--- config.mk ---
export PLATFORM = sky130hd
export DESIGN_NAME = slow_wr_sync
export DESIGN_NICKNAME = d
export VERILOG_FILES = /design/src/rtl/slow_wr_sync_pkg.sv /design/src/rtl/slow_wr_sync_ctrl.sv /design/src/rtl/slow_wr_sync_dpath.sv /design/src/rtl/slow_wr_sync.sv
export SDC_FILE = /design/constraint.sdc
export NUM_CORES = 1
export LEC_CHECK = 0
export ABC_AREA = 1
export CORE_ASPECT_RATIO = 1.5
export CORE_UTILIZATION = 47
export DETAILED_ROUTE_END_ITERATION = 10
export GPL_TIMING_DRIVEN = 0
export PLACE_DENSITY = 0.86
export SYNTH_ARGS = -nofsm -noshare
export SYNTH_HDL_FRONTEND = slang
export SYNTH_SLANG_ARGS = --single-unit
export TNS_END_PERCENT = 5
--- constraint.sdc ---
create_clock -name clk -period 1.3 [get_ports clk]
set_input_delay 0.26 -clock clk [delete_from_list [all_inputs] [get_ports clk]]
set_output_delay 0.26 -clock clk [all_outputs]
set_load 0.05 [all_outputs]
--- src/rtl/slow_wr_sync_pkg.sv ---
package slow_wr_sync_pkg;
  localparam int BUSY_BIT = 10;
  localparam int NEXT_BIT = 9;
  localparam int CMP_BIT  = 8;
  localparam int ERR_BIT  = 7;

  typedef struct packed {
    logic accept;   // write captured, synchronization starts
    logic commit;   // synchronized write takes effect now
    logic overlap;  // write arrived while busy
    logic ienWr;    // bus-speed interrupt-enable write
    logic busy;     // a write is in flight
  } ctrlStrobes_t;
endpackage

--- src/rtl/slow_wr_sync_ctrl.sv ---
module slow_wr_sync_ctrl
  import slow_wr_sync_pkg::*;
#(
  parameter int AW = 8,
  parameter int SYNC_STAGES = 2,
  parameter int SYNC_EDGES = 4,
  parameter logic [AW-1:0] IEN_ADDR = 8'h24
) (
  input  logic          clk,
  input  logic          rstN,
  input  logic          slowClk,
  input  logic          wrEn,
  input  logic [AW-1:0] wrAddr,
  output ctrlStrobes_t  strobes
);
  localparam int CW = (SYNC_EDGES > 1) ? $clog2(SYNC_EDGES) : 1;
  localparam logic [CW-1:0] LAST_EDGE = CW'(SYNC_EDGES - 1);

  logic [SYNC_STAGES:0] syncQ;
  logic slowRise;
  logic busyQ;
  logic [CW-1:0] edgeCnt;
  logic isIen;

  // synchronizer chain plus one history flop for edge detection
  always_ff @(posedge clk or negedge rstN) begin
    if (!rstN) syncQ <= '0;
    else       syncQ <= {syncQ[SYNC_STAGES-1:0], slowClk};
  end

  assign slowRise = syncQ[SYNC_STAGES-1] & ~syncQ[SYNC_STAGES];
  assign isIen    = (wrAddr == IEN_ADDR);

  always_comb begin
    strobes.accept  = wrEn && !isIen && !busyQ;
    strobes.overlap = wrEn && !isIen && busyQ;
    strobes.ienWr   = wrEn && isIen;
    strobes.commit  = busyQ && slowRise && (edgeCnt == LAST_EDGE);
    strobes.busy    = busyQ;
  end

  always_ff @(posedge clk or negedge rstN) begin
    if (!rstN) begin
      busyQ   <= 1'b0;
      edgeCnt <= '0;
    end else if (strobes.accept) begin
      busyQ   <= 1'b1;
      edgeCnt <= '0;
    end else if (strobes.commit) begin
      busyQ   <= 1'b0;
      edgeCnt <= '0;
    end else if (busyQ && slowRise) begin
      edgeCnt <= edgeCnt + 1'b1;
    end
  end
endmodule

--- src/rtl/slow_wr_sync_dpath.sv ---
module slow_wr_sync_dpath
  import slow_wr_sync_pkg::*;
#(
  parameter int AW = 8,
  parameter int DW = 32,
  parameter logic [AW-1:0] STAT_ADDR = 8'h20
) (
  input  logic          clk,
  input  logic          rstN,
  input  ctrlStrobes_t  strobes,
  input  logic [AW-1:0] wrAddr,
  input  logic [DW-1:0] wrData,
  input  logic          stRdEn,
  output logic          regWrEn,
  output logic [AW-1:0] regWrAddr,
  output logic [DW-1:0] regWrData,
  output logic [DW-1:0] statusOut,
  output logic          irqOut
);
  logic [AW-1:0] latAddr;
  logic [DW-1:0] latData;
  logic cmpFlag, errFlag;
  logic cmpIe, errIe;
  logic errClear;

  always_ff @(posedge clk or negedge rstN) begin
    if (!rstN) begin
      latAddr <= '0;
      latData <= '0;
    end else if (strobes.accept) begin
      latAddr <= wrAddr;
      latData <= wrData;
    end
  end

  always_ff @(posedge clk or negedge rstN) begin
    if (!rstN) begin
      regWrEn   <= 1'b0;
      regWrAddr <= '0;
      regWrData <= '0;
    end else begin
      regWrEn <= strobes.commit;
      if (strobes.commit) begin
        regWrAddr <= latAddr;
        regWrData <= latData;
      end
    end
  end

  assign errClear = strobes.commit && (latAddr == STAT_ADDR) && latData[ERR_BIT];

  always_ff @(posedge clk or negedge rstN) begin
    if (!rstN) begin
      cmpFlag <= 1'b0;
      errFlag <= 1'b0;
    end else begin
      if (strobes.commit)  cmpFlag <= 1'b1;
      else if (stRdEn)     cmpFlag <= 1'b0;
      if (strobes.overlap) errFlag <= 1'b1;
      else if (errClear)   errFlag <= 1'b0;
    end
  end

  always_ff @(posedge clk or negedge rstN) begin
    if (!rstN) begin
      cmpIe <= 1'b0;
      errIe <= 1'b0;
    end else if (strobes.ienWr) begin
      cmpIe <= wrData[CMP_BIT];
      errIe <= wrData[ERR_BIT];
    end
  end

  always_comb begin
    statusOut           = '0;
    statusOut[BUSY_BIT] = strobes.busy;
    statusOut[NEXT_BIT] = ~strobes.busy;
    statusOut[CMP_BIT]  = cmpFlag;
    statusOut[ERR_BIT]  = errFlag;
  end

  assign irqOut = (cmpFlag & cmpIe) | (errFlag & errIe);
endmodule

--- src/rtl/slow_wr_sync.sv ---
module slow_wr_sync
  import slow_wr_sync_pkg::*;
#(
  parameter int AW = 8,
  parameter int DW = 32,
  parameter int SYNC_STAGES = 2,
  parameter int SYNC_EDGES = 4,
  parameter logic [AW-1:0] STAT_ADDR = 8'h20,
  parameter logic [AW-1:0] IEN_ADDR = 8'h24
) (
  input  logic          clk,
  input  logic          rstN,
  input  logic          slowClk,
  input  logic          wrEn,
  input  logic [AW-1:0] wrAddr,
  input  logic [DW-1:0] wrData,
  input  logic          stRdEn,
  output logic          regWrEn,
  output logic [AW-1:0] regWrAddr,
  output logic [DW-1:0] regWrData,
  output logic [DW-1:0] statusOut,
  output logic          irqOut
);
  ctrlStrobes_t strobes;

  slow_wr_sync_ctrl #(
    .AW(AW), .SYNC_STAGES(SYNC_STAGES), .SYNC_EDGES(SYNC_EDGES), .IEN_ADDR(IEN_ADDR)
  ) u_ctrl (
    .clk(clk), .rstN(rstN), .slowClk(slowClk),
    .wrEn(wrEn), .wrAddr(wrAddr), .strobes(strobes)
  );

  slow_wr_sync_dpath #(
    .AW(AW), .DW(DW), .STAT_ADDR(STAT_ADDR)
  ) u_dpath (
    .clk(clk), .rstN(rstN), .strobes(strobes),
    .wrAddr(wrAddr), .wrData(wrData), .stRdEn(stRdEn),
    .regWrEn(regWrEn), .regWrAddr(regWrAddr), .regWrData(regWrData),
    .statusOut(statusOut), .irqOut(irqOut)
  );
endmodule

==> impl_summary.log <==
INFO  metric buffer_ports.inserted = 89
INFO  metric violations_in_the_final_reports = setup timing
INFO  metric final_weighted_congestion_in_routability_driven_placement = 0.9000
INFO  metric post-synth-top-area-cell = dfrtp_1
INFO  metric grt_start_max_net_pins = 72
INFO  metric io_pins = 119
INFO  metric worst_slack = -0.1087 ns
INFO  metric critical_path.cell_chain = a22o_1, buf_6
INFO  metric fp.dieW = 76.68 um
INFO  metric drc_errors_left = 0
INFO  metric timing.critical_path.max_delay_family = flip-flops
INFO  metric cp_data_required_time = 1.04 ns
INFO  metric cts_root_buf = clkbuf_16
INFO  metric worstSetupPathType = reg2out
INFO  metric fmax = 709.9 MHz
INFO  metric cts_tree = built
INFO  metric post_route_ant_nets = 0
INFO  metric switchingPower = 5.887 mW
INFO  metric final_max_slew_viol_count = 0
INFO  metric design.die.area = 8742 um^2
INFO  metric drt-total-wl = 9708 um
INFO  metric layout.nets = 624
INFO  metric worst_setup_path_start_kind = flop
INFO  metric min-delay-path-class = in2reg
INFO  metric arrival = 1.15 ns
INFO  metric layout-drive-gt1-share = 0.2247
INFO  metric period_needed = 1.409 ns
INFO  metric synth_top_cells_by_count = nand2_1, dfrtp_1, nand4_1
INFO  metric clock_tree.htree_level_count = 3
INFO  metric clock_latency = 0.34 ns
INFO  metric netlist_top_cells_area = dfrtp_1, nand2_1, buf_4
INFO  metric finalCritPeriodShare = 1.084
INFO  metric final_hold_viol_count = 0
INFO  metric synth.yosys.seq_area_share = 0.5792
INFO  metric drt-wirelength-per-cell = 14.11 um
INFO  metric placed_cells_incl_taps = 665
INFO  metric clk_path_buf_depth = 2
INFO  metric synth.ff_latch_count = 91
INFO  metric clk_pin_slew = 0.06 ns
INFO  metric leakagePower = 3.037 nW
INFO  metric grt_antenna_before_repair = 0
INFO  metric status = complete, but fails checks
INFO  metric power.total = 13.07 mW
INFO  metric final.fill_count = 650
INFO  metric clock-skew-final = 0.007732 ns
INFO  metric post_synthesis_instance_area = 3931 um^2
INFO  metric drtPass1Iterations = 4
INFO  metric die_height = 114.0 um
INFO  metric swShare = 0.4502
INFO  metric area_growth_syn_to_layout = 36.22%
INFO  metric route.detailed.vias_per_inst = 4.908
INFO  metric portion_of_total_power_attributed_to_combinational_logic = 0.438
INFO  metric rsz0062_at_grt = true
INFO  metric globalRouteOverflowTotal = 0
INFO  metric clock_buffer_count_from_cts = 9
INFO  metric fp-row-count = 40
INFO  metric power_frac_clock = 0.195
INFO  metric finalSetupViolCount = 8
INFO  metric sequentialPowerShare = 0.367
INFO  metric syn_inst_count = 443
INFO  metric internal-power = 7.188 mW
INFO  metric critical-path-slowest-cell = dfrtp_1
INFO  metric grt_pass1_wl = 15600 um
INFO  metric clock-sinks = 91
INFO  metric max-vdd-ir-drop = 1.255 mV
INFO  metric yosysMostFrequentCell = nand2_1
INFO  metric coreArea = 8058 um^2
INFO  metric hpwlAfterDp = 6700 um
INFO  metric crit_fanout = 2
INFO  metric grt_pass1_vias = 3258
INFO  metric netlist-cell-type-count = 21
INFO  metric synth_top_flop_cell = dfrtp_1
INFO  metric start_util = 0.4879
INFO  metric ys.warnings.count = 0
INFO  metric syn-mean-instance-area = 8.874 um^2
INFO  metric post_layout_nonfiller_instances = 688
INFO  metric fraction_of_synthesized_cell_area_taken_by_the_top_area_cell_type = 0.5792
INFO  metric grt_usage = 0.2347
INFO  metric number_of_synthesized_flops_with_an_enable_pin = 0
INFO  metric detail_route.iter0.violations = 219
INFO  metric drv_cap = 0
INFO  metric cellPowerDensity = 2441 nW/um^2
INFO  metric critical_path.endpoint_type = output pin
INFO  metric critical_path_buf_inv_count = 1
INFO  metric vias = 3377
INFO  metric insertedDiodeCount = 0
INFO  metric slowest_delay = 0.40 ns
INFO  metric synth-async-reset-ratio = 1.000
==> final timing paths <==
path / startpoint / to / slack, ns / cells after the start
max: u_dpath.cmpIe$_DFFE_PN0P_ / irqOut / -0.11 / 2
min: wrAddr[3] / u_dpath.latAddr[3]$_DFFE_PN0P_ / 0.21 / 3
max reg2reg: u_ctrl.busyQ$_DFFE_PN0P_ / u_dpath.regWrData[16]$_DFFE_PN0P_ / 0 / 7
min reg2reg: u_ctrl.syncQ[1]$_DFF_PN0_ / u_ctrl.syncQ[2]$_DFF_PN0_ / 0.38 / 0
max in group asynchronous: rstN / u_dpath.latData[16]$_DFFE_PN0P_ / 0.33 / 3
min in group asynchronous: rstN / u_ctrl.syncQ[0]$_DFF_PN0_ / 0.35 / 2
==> worst register-to-register path: stages (launching register included) <==
cell and delay [ns]:
dfrtp_2 0.43, nand2_1 0.11, nor2_4 0.13, nand2_2 0.08, buf_6 0.15, buf_4 0.17, nand2_1 0.07, nand2_1 0.06
==> power by group through the flow <==
stage               logic, mW  clock network, mW  registers [mW]
finish                   5.73               2.55            4.80
global route             6.15               2.69            4.94
CTS                      5.97               2.56            4.80
detailed placement       6.00                  0            4.81
global placement         5.85                  0            4.76
floorplan                1.90                  0            6.84
==> repair_timing <==
action | 4_1_cts | 5_1_grt
hold endpoints to repair | 20 | 0
setup endpoints to repair | 119 | 118
pin swaps | 1 | 1
hold buffers | 1 | 0
buffers inserted | 4 | 2
resized for setup | 204 | 60
==> flip-flops by register name, indices dropped and copies added (netlist names) <==
name / flops
u_dpath.regWrEn: 1
u_dpath.regWrData: 32
u_dpath.latAddr: 8
u_dpath.errFlag: 1
u_dpath.cmpIe: 1
u_dpath.errIe: 1
u_dpath.latData: 32
u_ctrl.syncQ: 3
u_dpath.regWrAddr: 8
u_ctrl.busyQ: 1
u_dpath.cmpFlag: 1
u_ctrl.edgeCnt: 2
==> layout by cell type (no fill, tap or decap), drive strengths merged <==
master         count
dlygate4sd2        2
conb              28
nand3              5
dlygate4sd3        1
nand4             40
clkbuf            17
a22o               1
inv               16
ha                 1
nand2            216
buf              100
bufinv             1
clkdlybuf4s15      5
nor2               8
clkdlybuf4s50     34
clkinv             5
o21ai              6
dfrtp             91
dlymetal6s2s       6
==> routing by layer <==
layer / up-vias / wire length, um / track usage
li1: 1613 / - / -
met1: 1600 / 3783 / 0.2600
met2: 133 / 5055 / 0.4125
met3: 31 / 447 / 0.05040
met4: 0 / 421 / 0.1372
met5: - / 0 / 0
==> cell families after synthesis <==
| group | after synthesis | share of synthesized area |
|---|---|---|
| compound gates | 7 | 0.009864 |
| fa+ha+maj | 1 | 0.003182 |
| flops | 91 | 0.5792 |
| simple gates | 269 | 0.2903 |
| buf+inv | 74 | 0.1165 |
| other cells | 1 | 0.0009539 |
==> cell type report <==
cell class                 instances  area, um^2  area share
inverter                          17       68.82     0.01285
buffer                            57       452.9     0.08458
multi-input combinational        305        1305      0.2437
clock buffer                      11       232.7     0.04346
sequential                        91        2278      0.4255
clock inverter                     5       53.80     0.01005
tap                              105       131.4     0.02453
timing repair buffer              97       832.0      0.1554
==> stage by stage <==
step / area [um^2] / TNS [ns] / setup slack [ns] / util / hold WS [ns]
finish: 5355 / -0.2910 / -0.1087 / 0.6646 / 0.2082
global route: 5355 / -2.526 / -0.1327 / 0.6646 / 0.2194
CTS: 5468 / -1.280 / -0.1130 / 0.6786 / 0.2836
detailed placement: 5081 / -23.58 / -0.6786 / 0.6306 / 0.1661
global placement: 5056 / -304.15 / -3.114 / 0.6275 / 0.3665
floorplan: 4034 / 0 / 0.08889 / - / -0.03559
No activity file was read; power rests on OpenSTA's default activity.
